<file path="src/rtl/flash_cmd_seq.sv">
module flash_cmd_seq #(
  parameter int AW = 19
) (
  input  logic          clk,
  input  logic          rst_n,
  input  logic          wr_valid,
  input  logic [AW-1:0] wr_addr,
  input  logic [7:0]    wr_data,
  input  logic          busy,
  output logic          start,
  output logic [2:0]    op,
  output logic [AW-1:0] op_addr,
  output logic [7:0]    op_data,
  output logic          id_mode,
  output logic          cfi_mode
);
  localparam logic [14:0] UNL_A = 15'h5555;
  localparam logic [14:0] UNL_B = 15'h2AAA;
  localparam logic [2:0]  OP_PROG = 3'd1;
  localparam logic [2:0]  OP_SECT = 3'd2;
  localparam logic [2:0]  OP_BLK  = 3'd3;
  localparam logic [2:0]  OP_CHIP = 3'd4;
  localparam int SECT_LSB = 11;
  localparam int BLK_LSB  = 15;

  typedef enum logic [2:0] {ST_IDLE, ST_U1, ST_U2, ST_PGM, ST_E3, ST_E4, ST_E5} st_t;

  st_t st, st_nx;
  logic go, id_nx, cfi_nx;
  logic [2:0] op_nx;
  logic [AW-1:0] addr_nx;

  wire take  = wr_valid && !busy;
  wire hit_a = wr_addr[14:0] == UNL_A;
  wire hit_b = wr_addr[14:0] == UNL_B;
  wire [AW-1:0] sect_addr = {wr_addr[AW-1:SECT_LSB], {SECT_LSB{1'b0}}};
  wire [AW-1:0] blk_addr  = {wr_addr[AW-1:BLK_LSB], {BLK_LSB{1'b0}}};

  always_comb begin
    st_nx   = st;
    go      = 1'b0;
    op_nx   = '0;
    addr_nx = wr_addr;
    id_nx   = id_mode;
    cfi_nx  = cfi_mode;
    if (take) begin
      st_nx = ST_IDLE;
      case (st)
        ST_IDLE: begin
          if (hit_a && wr_data == 8'hAA) st_nx = ST_U1;
          else if (wr_data == 8'hF0) begin id_nx = 1'b0; cfi_nx = 1'b0; end
        end
        ST_U1: if (hit_b && wr_data == 8'h55) st_nx = ST_U2;
        ST_U2: if (hit_a) begin
          case (wr_data)
            8'hA0: st_nx = ST_PGM;
            8'h80: st_nx = ST_E3;
            8'h90: begin id_nx = 1'b1; cfi_nx = 1'b0; end
            8'h98: begin id_nx = 1'b0; cfi_nx = 1'b1; end
            8'hF0: begin id_nx = 1'b0; cfi_nx = 1'b0; end
            default: ;
          endcase
        end
        ST_PGM: begin go = 1'b1; op_nx = OP_PROG; end
        ST_E3: if (hit_a && wr_data == 8'hAA) st_nx = ST_E4;
        ST_E4: if (hit_b && wr_data == 8'h55) st_nx = ST_E5;
        ST_E5: begin
          if (wr_data == 8'h10 && hit_a) begin go = 1'b1; op_nx = OP_CHIP; addr_nx = '0; end
          else if (wr_data == 8'h30) begin go = 1'b1; op_nx = OP_SECT; addr_nx = sect_addr; end
          else if (wr_data == 8'h50) begin go = 1'b1; op_nx = OP_BLK; addr_nx = blk_addr; end
        end
        default: st_nx = ST_IDLE;
      endcase
    end
  end

  always_ff @(posedge clk) begin
    if (!rst_n) begin
      st       <= ST_IDLE;
      start    <= 1'b0;
      op       <= '0;
      op_addr  <= '0;
      op_data  <= '0;
      id_mode  <= 1'b0;
      cfi_mode <= 1'b0;
    end else begin
      st       <= st_nx;
      start    <= go;
      op       <= go ? op_nx : 3'd0;
      id_mode  <= id_nx;
      cfi_mode <= cfi_nx;
      if (go) begin
        op_addr <= addr_nx;
        op_data <= wr_data;
      end
    end
  end
endmodule

</file>
<file path="config.mk">
export PLATFORM = sky130hd
export DESIGN_NAME = flash_cmd_seq
export DESIGN_NICKNAME = d
export VERILOG_FILES = /design/src/rtl/flash_cmd_seq.sv
export SDC_FILE = /design/constraint.sdc
export NUM_CORES = 1
export LEC_CHECK = 0
export BUFFER_PORTS_ARGS = -buffer_cell sky130_fd_sc_hd__buf_2
export CORE_MARGIN = 8
export CORE_UTILIZATION = 45
export DETAILED_ROUTE_END_ITERATION = 8
export GPL_TIMING_DRIVEN = 0
export PLACE_DENSITY = 0.82
export SLEW_MARGIN = 20
export SYNTH_ARGS = -nofsm -noshare
export SYNTH_HDL_FRONTEND = slang
export SYNTH_SLANG_ARGS = --single-unit
</file>
<file path="constraint.sdc">
create_clock -name clk -period 2.3 [get_ports clk]
set_input_delay 0.345 -clock clk [delete_from_list [all_inputs] [get_ports clk]]
set_output_delay 0.345 -clock clk [all_outputs]
set_load 0.1 [all_outputs]
</file>
==> metrics.md, run 1 <==
| Metric | Value |
|---|---|
| Number of different library cells in the post-synthesis netlist | 43 |
| Leakage dissipation | 1.121 nW |
| IO Port Bufs | 61 |
| Worst hold margin | 0.2897 ns |
| Result of the run | finished, final reports clean |
| Clock tree from TritonCTS | yes |
| Hold/Removal Path Class | in -> reg |
| Most used flip-flop cell after synthesis | sky130_fd_sc_hd__dfxtp_1 |
| Vertical die dimension | 81.20 um |
| Via count of the first global-routing pass | 1985 |
| Detail Route met3 WL | 403 um |
| Share of the clock period used by the worst path after layout | 0.9668 |
| Remaining global-route overflow | 0 |
| Width of the chip | 81.20 um |
| Critical path peak fanout | 10 |
| Placed cell area | 0.002281 mm2 |
| Effective utilization at floorplan | 0.4715 |
| Maximum number of pins on one net before global-route repair | 12 |
| Mapped cell area | 0.001913 mm2 |
| Area fraction of the dominant cell type after synthesis | 0.3767 |
| Min cycle time layout | 2.224 ns |
| Data required time at the worst endpoint | about 2.5 ns |
| Arrival time at the worst endpoint | 2.40 ns |
| Timing-limited maximum frequency | 0.4497 GHz |
| Most common cell in the netlist | sky130_fd_sc_hd__nand2_1 |
| Worst slack after detailed placement | -0.2933 ns |
| Die Footprint | 0.006593 mm2 |
| RSZ-0062 raised after global routing | no |
| Clock Skew | a little under 0.008 ns |
| Maximum count of clock buffers along a single path | 2 |
| Wire length on met1 | 2.289 mm |
| ANT nets after route | 0 |
| Post-synthesis area per instance | 8.282 um2 |
| Cell count after synthesis | 231 |
| Endpoint kind of the worst setup timing path | flip-flop |
| Drt wl/cell | 16.37 um |
| Top layer used by detailed routing | met4 |
| EDFF count, synth | 0 |
| Clk sinks | 36 |
| Area of the core | 0.004058 mm2 |
| Endpoints failing setup | 0 |
| Final antenna diode count | 0 |
| Antenna violations before repair | 0 |
| Power density over cell area | 545.0 mW/mm2 |
| Launching element type of the critical path | input pin |
| CTS Buf Count | 5 |
| Global router's overall resource usage | 0.1741 |
| DRT Pass-1 Iters | 5 |
| Portion of the post-synthesis area used by sequential elements | 0.3767 |
| Clock latency on the worst-skew pair | 0.29 ns |
| Routability cong. | 0.9142 |
| Crit-path slowest cell | sky130_fd_sc_hd__or4b_4 |
| Sum Neg Setup Slack | 0 ns |
| Relative slew slack | 0.4685 |
| Mapped Nets | 262 |
| Asr flop ratio synth | 0 |
| DRC Markers | 0 |
| HPWL after DPL | about 4.4 mm |
| Via Count | 2041 |
| FF+latch count, synth | 36 |
| Transition time at the pin with the least slew margin | 0.7899 ns |
| Routed met2 length | 2.942 mm |
| H-tree levels | 2 |
| Number of nets in the final layout | 330 |
| Cell Rows | 23 |
| Dominant cells by area after synthesis | sky130_fd_sc_hd__dfxtp_1, sky130_fd_sc_hd__mux2i_1, sky130_fd_sc_hd__nand2_1 |
| Worst VDD drop | 0.2873 mV |
| Via count normalized by instance count | just under 6 |
| Num ports | 64 |
| Buffers and inverters on the worst path | 3 |
| Crit-path leading delay family | simple AND/OR/NAND/NOR gates |
| Post-detailed-routing wire length | 5.730 mm |
| Delay of the slowest critical-path stage | 0.54 ns |
| Min setup slack post-route | 0.07638 ns |
| Most frequent cells after synthesis | sky130_fd_sc_hd__nand2_1, sky130_fd_sc_hd__dfxtp_1, sky130_fd_sc_hd__nand3_1, sky130_fd_sc_hd__mux2i_1 |
| Final max-slew violation count | 0 |
| Proportion of layout cells with a drive suffix above 1 | 0.2833 |
| Final Hold Vio Count | 0 |
| Cells along the critical path | buf_2 > nand4b_1 > or4b_4 > or4_1 > buf_4 > a21o_1 > buf_6 > mux2i_1 |
| CTS Hold Buffers Added | 0 |
| Largest area contributor in the synthesized netlist | sky130_fd_sc_hd__dfxtp_1 |
| Violation count after the first detailed-routing iteration | 210 |
| Clock-pin slew reported for the worst setup and hold paths after clock tree synthesis | approximately 0.07 ns |
| Synth Warn # | 0 |
| CP Class | in -> reg |
| Final std cell area, no fill | 0.002419 mm2 |
| Maxcap violations | 0 |
| Global-route wire length before repair | 9.308 mm |
| Synthesis-to-finish area growth | 26.42% |
| Root Buffer | sky130_fd_sc_hd__clkbuf_8 |
==> through the flow <==
stage | util | total power [mW] | instances
after floorplan | - | 0.7145 | 231
after global placement | 0.5621 | 0.7706 | 342
after CTS | 0.5877 | 1.315 | 349
final | 0.5961 | 1.318 | 350
after global routing | 0.5961 | 1.360 | 350
after detailed placement | 0.5621 | 0.7718 | 342
==> per-layer routing <==
| metal | up-vias | GRT usage |
|---|---|---|
| met5 | - | 0 |
| met4 | 0 | 0.06964 |
| met3 | 16 | 0.04084 |
| met2 | 83 | 0.3079 |
| met1 | 951 | 0.1968 |
| li1 | 991 | - |
==> layout make-up <==
| cell class | count | area [um2] |
|---|---|---|
| clock inverter | 2 | 35.03 |
| multi-input combinational | 179 | 1137 |
| clock buffer | 6 | 72.57 |
| buffer | 14 | 73.82 |
| fill | 348 | 1639 |
| timing repair buffer | 62 | 312.8 |
| inverter | 1 | 3.754 |
| sequential | 36 | 720.7 |
| tap | 50 | 62.56 |
==> logic make-up (layout without fill, tap and decap cells) <==
| kind of cell | count (synthesis) | count (layout) | synth area share |
|---|---|---|---|
| flip-flops | 36 | 36 | 0.3767 |
| AND/OR/NAND/NOR | 127 | 127 | 0.3702 |
| AO/OA/AOI/OAI | 31 | 31 | 0.1027 |
| buffers and inverters | 16 | 85 | 0.04120 |
| XOR/XNOR | 1 | 1 | 0.004579 |
| multiplexers | 20 | 20 | 0.1046 |
==> worst reg2reg max path, delay by kind of cell (launching register included) <==
kind                   cells  cell delay, ns
AND/OR/NAND/NOR            3            1.05
flip-flops                 1            0.42
buffers and inverters      1            0.17
multiplexers               1            0.12
AO/OA/AOI/OAI              1            0.26
==> path summary, 6_finish.rpt <==
path / slack (ns) / cells after the start / from / to
setup reg to reg: 0.15 / 6 / st[2] / op_addr[11]
hold reg to reg: 0.46 / 2 / op_addr[12] / op_addr[12]
hold / removal: 0.29 / 3 / wr_addr[15] / op_addr[15]
setup / recovery: 0.08 / 8 / wr_addr[1] / op_addr[11]
==> state kept, by name, summed over array words and instances (netlist names) <==
signal    cells
op_addr      19
op            3
cfi_mode      1
start         1
id_mode       1
st            3
op_data       8
==> cells in the final DEF (no fill, tap or decap), types with 2 or more instances in the layout <==
| cell type | netlist | final |
|---|---|---|
| sky130_fd_sc_hd__a21oi_1 | 11 | 11 |
| sky130_fd_sc_hd__a31oi_1 | 7 | 7 |
| sky130_fd_sc_hd__and2_1 | 2 | 2 |
| sky130_fd_sc_hd__and3_1 | 2 | 2 |
| sky130_fd_sc_hd__and3b_1 | 2 | 2 |
| sky130_fd_sc_hd__buf_2 | 3 | 63 |
| sky130_fd_sc_hd__buf_4 | 0 | 2 |
| sky130_fd_sc_hd__buf_6 | 2 | 2 |
| sky130_fd_sc_hd__clkbuf_1 | 9 | 9 |
| sky130_fd_sc_hd__clkbuf_8 | 0 | 5 |
| sky130_fd_sc_hd__dfxtp_1 | 36 | 36 |
| sky130_fd_sc_hd__mux2i_1 | 20 | 20 |
| sky130_fd_sc_hd__nand2_1 | 37 | 37 |
| sky130_fd_sc_hd__nand2b_1 | 4 | 4 |
| sky130_fd_sc_hd__nand3_1 | 25 | 25 |
| sky130_fd_sc_hd__nand3b_1 | 2 | 2 |
| sky130_fd_sc_hd__nand4_1 | 5 | 5 |
| sky130_fd_sc_hd__nand4b_1 | 3 | 3 |
| sky130_fd_sc_hd__nor2_1 | 11 | 11 |
| sky130_fd_sc_hd__nor2b_1 | 2 | 2 |
| sky130_fd_sc_hd__nor3_1 | 4 | 4 |
| sky130_fd_sc_hd__nor4_1 | 4 | 4 |
| sky130_fd_sc_hd__nor4b_1 | 3 | 3 |
| sky130_fd_sc_hd__nor4bb_1 | 3 | 3 |
| sky130_fd_sc_hd__o211ai_1 | 4 | 4 |
| sky130_fd_sc_hd__o21ai_0 | 3 | 3 |
| sky130_fd_sc_hd__or2_2 | 3 | 3 |
| sky130_fd_sc_hd__or3b_2 | 2 | 2 |
| sky130_fd_sc_hd__or4_1 | 6 | 5 |
| sky130_fd_sc_hd__or4_4 | 1 | 2 |
==> power by group <==
part,leakage (nW),internal (mW),switching (mW)
Combinational,0.775,0.0471,0.0883
Sequential,0.290,0.625,0.00280
Clock,0.0552,0.322,0.233
==> what timing repair did <==
action,in CTS,in global routing
endpoints found under the setup margin,2,20
resized for setup,0,6
buffers inserted,0,1
Note: power is estimated with default switching activity, not from simulation.
==> inputs of run 2 (changes only) <==
CORE_MARGIN = 1.5   (was 8)
==> run 2 against run 1 <==
  * First-iteration DRC count fell by 65%
  * Via count is 1.9% lower
  * Register-to-register slack improved by 0.02 ns
  * Critical endpoint is now op_addr[14]
  * Core utilization fell by 0.34 points
  * Routed wire length is 9.3% lower
  * Cell count is the same
==> metrics.md, run 2 (synthesis gave the netlist of run 1 again) <==
| Metric | Value |
|---|---|
| Instance count after placement with tap cells included | 342 (unchanged) |
| CTS Buf Count | 5 (unchanged) |
| Clock tree from TritonCTS | yes |
| Transition time at the pin with the least slew margin | 0.8099 ns (+0.01995 ns) |
| Final antenna diode count | 0 (unchanged) |
| Global router's overall resource usage | 0.2216 (+0.04743) |
| Root Buffer | sky130_fd_sc_hd__clkbuf_8 |
| H-tree levels | 2 (unchanged) |
| Result of the run | finished, final reports clean |
| IO Port Bufs | 61 (unchanged) |
| Routability cong. | 0.8729 (-4.5%) |
| Data required time at the worst endpoint | 2.47 ns (about the same) |
| Clock latency on the worst-skew pair | 0.29 ns (about the same) |
| Critical path peak fanout | 10 (unchanged) |
| HPWL after DPL | 3.922 mm (-11%) |
| CTS Hold Buffers Added | 0 (unchanged) |
| Power density over cell area | 503.6 mW/mm2 (-7.6%) |
| Cell Rows | 23 (unchanged) |
| CP Class | in -> reg |
| Post-detailed-routing wire length | 5.196 mm (-9.3%) |
| Endpoint kind of the worst setup timing path | flip-flop |
| Filler Cell Count | 390 (+12%) |
| Launching element type of the critical path | input pin |
| Maximum count of clock buffers along a single path | 2 (unchanged) |
| Vertical die dimension | 68.20 um (-16%) |
| Proportion of layout cells with a drive suffix above 1 | 0.2933 (+0.01000) |
| Area of the core | 0.004058 mm2 (unchanged) |
| Met1 global-route usage | 0.2818 (+0.08504) |
| Worst VDD drop | 0.2581 mV (-10%) |
| ANT nets after route | 0 (unchanged) |
| Global-route wire length before repair | 7.838 mm (-16%) |
| Final Hold Vio Count | 0 (unchanged) |
| Arrival time at the worst endpoint | 2.40 ns (about the same) |
| Remaining global-route overflow | 0 (unchanged) |
| Min cycle time layout | 2.226 ns (+0.001882 ns) |
| Endpoints failing setup | 0 (unchanged) |
| Clock Skew | 0.005881 ns (-0.002002 ns) |
| Leakage dissipation | 1.116 nW (-0.40%) |
| Maximum number of pins on one net before global-route repair | 13 (+1) |
| Share of the clock period used by the worst path after layout | 0.9676 (about the same) |
| Highest-count cells in the layout ignoring fill and taps | sky130_fd_sc_hd__buf_2, sky130_fd_sc_hd__nand2_1, sky130_fd_sc_hd__dfxtp_1 |
| Most common cell after layout, fill and taps aside | sky130_fd_sc_hd__buf_2 |
| Timing-limited maximum frequency | 0.4493 GHz (about the same) |
| Via count of the first global-routing pass | 1715 (-14%) |
| Num ports | 64 (unchanged) |
| GR Layer Usage met2 | 0.3726 (+0.06463) |
| Hold path startpoint | wr_addr[16] |
| Clock-pin slew reported for the worst setup and hold paths after clock tree synthesis | 0.08 ns (about the same) |
| Largest register FFs | 19 (unchanged) |
| Synthesis-to-finish area growth | 25.70% |
| DRT Pass-1 Iters | 4 (-1) |
| R2r startpoint | st[0] |
| GRT Max-Usage Layer | met2 |
| Violation count after the first detailed-routing iteration | 74 (-65%) |
| Largest registers | op_addr x19, op_data x8 |
| Die Footprint | 0.004651 mm2 (-29%) |
| Hold/Removal Path Class | in -> reg |
| Via count normalized by instance count | 5.723 (-1.9%) |
| Antenna violations before repair | 0 (unchanged) |
| Final max-slew violation count | 0 (unchanged) |
| Min setup slack post-route | 0.07450 ns (-0.001882 ns) |
| Maxcap violations | 0 (unchanged) |
| Relative slew slack | 0.4551 (-0.01342) |
| Effective utilization at floorplan | 0.4715 (unchanged) |
| Drt wl/cell | 14.85 um (-9.3%) |
| First element of the critical path | wr_addr[1] |
| Final instance count without filler cells | 350 (unchanged) |
| Worst slack after detailed placement | -0.2708 ns (+0.02255 ns) |
| Width of the chip | 68.20 um (-16%) |
| Global routing met3 resource utilization | 0.04770 (+0.006859) |
| Number of nets in the final layout | 330 (unchanged) |
| DRC Markers | 0 (unchanged) |
| Clk sinks | 36 (unchanged) |
| Register containing the most flip-flops in the final layout | op_addr |
| Via Count | 2003 (-1.9%) |
| Worst hold margin | 0.2851 ns (-0.004636 ns) |
-- run 2: cell count changes in the layout (fill, tap and decap cells not counted), sizes merged --
cell    before  now
clkinv       1    3
bufinv       1    0
clkbuf      14   13
-- run 2: stage by stage --
step / setup TNS, ns / power [mW] / utilization / cell area, um2
floorplan: 0 / 0.7145 / - / 1913
global placement: -5.314 / 0.7717 / 0.5621 / 2281
detailed placement: -5.427 / 0.7727 / 0.5621 / 2281
CTS: 0 / 1.216 / 0.5837 / 2369
global route: -0.01287 / 1.254 / 0.5927 / 2405
finish: 0 / 1.211 / 0.5927 / 2405
-- run 2: worst max-delay path, cell delays in order --
cell                       delay [ns]
sky130_fd_sc_hd__buf_2           0.11
sky130_fd_sc_hd__nand4b_1        0.22
sky130_fd_sc_hd__or4b_4          0.53
sky130_fd_sc_hd__or4_1           0.51
sky130_fd_sc_hd__buf_6           0.17
sky130_fd_sc_hd__a21o_1          0.23
sky130_fd_sc_hd__buf_6           0.17
sky130_fd_sc_hd__mux2i_1         0.12
-- run 2: per-layer routing --
metal	vias up	routed length [um]
met5	-	0
met4	0	65
met3	6	297
met2	70	2593
met1	937	2239
li1	990	-
-- run 2: final cells by class --
type / instances / area (um2) / share of cell area
sequential: 36 / 723.2 / 0.3007
inverter: 1 / 3.754 / 0.001561
clock inverter: 3 / 18.77 / 0.007804
tap: 50 / 62.56 / 0.02601
multi-input combinational: 179 / 1137 / 0.4729
buffer: 14 / 77.57 / 0.03226
clock buffer: 5 / 68.82 / 0.02862
timing repair buffer: 62 / 312.8 / 0.1301
-- run 2: path summary, 6_finish.rpt --
path	end	slack, ns	cells past startpoint
worst max-delay path	op_addr[14]	0.07	8
worst min-delay path	op_addr[16]	0.29	3
worst max register to register	op_addr[14]	0.17	7
worst min register to register	op_addr[12]	0.46	2
-- run 2: power breakdown --
part	switching [mW]	internal [mW]	leakage (nW)
Combinational	0.0876	0.0470	0.777
Clock	0.237	0.211	0.0479
Sequential	0.00267	0.625	0.291
Total	0.328	0.883	1.12
-- run 2: repair_timing --
item	CTS	global route
hold endpoints to repair	0	0
resized for setup	0	9
endpoints found under the setup margin	0	21
buffers inserted	0	1
==> inputs of run 3 (changes only) <==
CORE_UTILIZATION = 54   (was 45)
PLACE_DENSITY = 0.92   (was 0.82)
RECOVER_POWER = 100   (was not set)
clock period = 2.75 ns   (was 2.3 ns; I/O delays follow)
==> run 3 against run 2 <==
  * Combinational power is 19% lower
  * Design area shrank 5.8%
  * Non-clock buffer count did not move
  * Die area down 16%
  * Global-route usage up 3.6 points
  * Total power down 26%
  * Clock power decreased by 43%
  * Sequential power down 16%
  * Setup slack improved by 0.27 ns
==> metrics.md, run 3 (synthesis gave the netlist of run 1 again) <==
| Metric | Value |
|---|---|
| Via count of the first global-routing pass | 1850 (+7.9%) |
| Min setup slack post-route | 0.3441 ns (+0.2696 ns) |
| Maximum count of clock buffers along a single path | 2 (unchanged) |
| Largest registers | op_addr x19, op_data x8 |
| Via Count | 2026 (+1.1%) |
| IO Port Bufs | 61 (unchanged) |
| Violation count after the first detailed-routing iteration | 149 (+100%) |
| Crit-path leading delay family | simple AND/OR/NAND/NOR gates |
| Sum Neg Setup Slack | 0 ns (unchanged) |
| DRC Markers | 0 (unchanged) |
| CTS Hold Buffers Added | 0 (unchanged) |
| Placed cell area | 0.002276 mm2 (-0.22%) |
| Clk sinks | 36 (unchanged) |
| Result of the run | finished, final reports clean |
| H-tree levels | 2 (unchanged) |
| Drt wl/cell | 14.39 um (-3.1%) |
| Die Footprint | 0.003909 mm2 (-16%) |
| Clock latency on the worst-skew pair | 0.34 ns (+0.05 ns) |
| Leakage dissipation | 0.9077 nW (-19%) |
| Via count normalized by instance count | 5.872 (+2.6%) |
| Most common cell after layout, fill and taps aside | sky130_fd_sc_hd__clkbuf_1 |
| Synthesis-to-finish area growth | 18.44% |
| Global-route wire length before repair | 8.093 mm (+3.3%) |
| Clock tree from TritonCTS | yes |
| Area of the core | 0.003363 mm2 (-17%) |
| Critical path peak fanout | 10 (unchanged) |
| Width of the chip | 62.52 um (-8.3%) |
| Worst slack after detailed placement | 0.1110 ns (+0.3818 ns) |
| Routability cong. | 0.8984 (+2.9%) |
| Post-detailed-routing wire length | 4.963 mm (-4.5%) |
| Final antenna diode count | 0 (unchanged) |
| Hold/Removal Path Class | in -> reg |
| Launching element type of the critical path | input pin |
| Number of nets in the final layout | 330 (unchanged) |
| Antenna violations before repair | 0 (unchanged) |
| RSZ-0062 raised after global routing | no |
| Vertical die dimension | 62.52 um (-8.3%) |
| Highest-count cells in the layout ignoring fill and taps | sky130_fd_sc_hd__clkbuf_1, sky130_fd_sc_hd__nand2_1, sky130_fd_sc_hd__dfxtp_1 |
| Endpoints failing setup | 0 (unchanged) |
| Final max-slew violation count | 0 (unchanged) |
| Transition time at the pin with the least slew margin | 1.177 ns (+0.3674 ns) |
| Crit-path slowest cell | sky130_fd_sc_hd__or4_1 |
| Root Buffer | sky130_fd_sc_hd__clkbuf_4 |
| Filler Cell Count | 312 (-20%) |
| Largest register FFs | 19 (unchanged) |
| Buffers and inverters on the worst path | 3 (unchanged) |
| Clock-pin slew reported for the worst setup and hold paths after clock tree synthesis | 0.10 ns (+0.02 ns) |
| Cells along the critical path | clkbuf_1 > or4_1 > or4_1 > and2_1 > clkbuf_1 > a21o_1 > buf_6 > mux2i_1 |
| Maximum number of pins on one net before global-route repair | 11 (-2) |
| Cell Rows | 21 (-8.7%) |
| Endpoint kind of the worst setup timing path | flip-flop |
| Num ports | 64 (unchanged) |
| Timing-limited maximum frequency | 0.4157 GHz |
| ANT nets after route | 0 (unchanged) |
| Remaining global-route overflow | 0 (unchanged) |
| Global router's overall resource usage | 0.2576 (+0.03600) |
| Maxcap violations | 0 (unchanged) |
| Proportion of layout cells with a drive suffix above 1 | 0.1338 (-0.1596) |
| HPWL after DPL | 3.747 mm (-4.5%) |
| Delay of the slowest critical-path stage | 0.56 ns (+0.03 ns) |
| Power density over cell area | 393.3 mW/mm2 (-22%) |
| Data required time at the worst endpoint | 3.02 ns (+0.55 ns) |
| Post-CTS sizing | 0 (unchanged) |
| Min cycle time layout | 2.406 ns |
| Relative slew slack | 0.2185 (-0.2366) |
| Clock Skew | 0.009839 ns (+0.003958 ns) |
| CP Class | in -> reg |
| DRT Pass-1 Iters | 4 (unchanged) |
| Final Hold Vio Count | 0 (unchanged) |
| Setup Buffers After CTS | 0 (unchanged) |
| Share of the clock period used by the worst path after layout | 0.8749 |
| Register containing the most flip-flops in the final layout | op_addr |
| Post-layout power | 891.1 uW (-26%) |
| Arrival time at the worst endpoint | 2.68 ns (+0.28 ns) |
| Final std cell area, no fill | 0.002266 mm2 (-5.8%) |
| CTS Buf Count | 5 (unchanged) |
| Effective utilization at floorplan | 0.5688 (+0.09735) |
| Worst VDD drop | 0.2591 mV (+0.39%) |
## run 3: changes by cell type in the layout (fill, tap and decap cells not counted), moves of 2 or more
cell / before / now
sky130_fd_sc_hd__clkbuf_8: 5 / 0
sky130_fd_sc_hd__dfxtp_2: 2 / 0
sky130_fd_sc_hd__or4_4: 2 / 0
sky130_fd_sc_hd__clkbuf_1: 8 / 48
sky130_fd_sc_hd__clkbuf_4: 0 / 5
sky130_fd_sc_hd__buf_2: 63 / 26
sky130_fd_sc_hd__or4_1: 5 / 7
sky130_fd_sc_hd__dfxtp_1: 34 / 36
## run 3: metal layers
layer	share of wire	GRT usage	vias up
met5	0	0	-
met4	0.018	0.1611	0
met3	0.066	0.03784	7
met2	0.48	0.4274	90
met1	0.43	0.3132	938
li1	-	-	991
## run 3: worst paths after layout
check / depth (start not counted) / endpoint / start / slack (ns)
worst max register to register: 7 / op_addr[0] / st[2] / 0.46
worst max-delay path: 8 / op_addr[0] / wr_data[0] / 0.34
worst min-delay path: 3 / op_addr[17] / wr_addr[17] / 0.31
worst min register to register: 2 / cfi_mode / cfi_mode / 0.46
## run 3: area by class of cell
cell class,instances,area [um2],share of cell area
plain buffers,15,73.82,0.03258
flip-flops and latches,36,720.7,0.3181
inverters,1,3.754,0.001657
multi-input cells,179,1105,0.4876
well taps,46,57.56,0.02540
clock buffers,6,41.29,0.01822
clock inverters,1,5.005,0.002209
repair buffers,61,259.0,0.1143
## run 3: worst min-delay path: stages
cell and delay (ns):
sky130_fd_sc_hd__buf_2 0.10, sky130_fd_sc_hd__nand2_1 0.05, sky130_fd_sc_hd__mux2i_1 0.06
## run 3: power breakdown
group | internal [mW] | switching [mW] | leakage, nW
combinational | 0.0374 | 0.0713 | 0.589
sequential | 0.523 | 0.00247 | 0.290
clock | 0.0940 | 0.163 | 0.0281
## run 3: stage by stage
| stage | std cells | util | hold slack [ns] |
|---|---|---|---|
| final | 345 | 0.6737 | 0.3145 |
| after global routing | 345 | 0.6737 | 0.3147 |
| after CTS | 345 | 0.6905 | 0.3045 |
| after detailed placement | 338 | 0.6767 | 0.4471 |
| after global placement | 338 | 0.6767 | 0.4411 |
| after floorplan | 231 | - | 0.5002 |
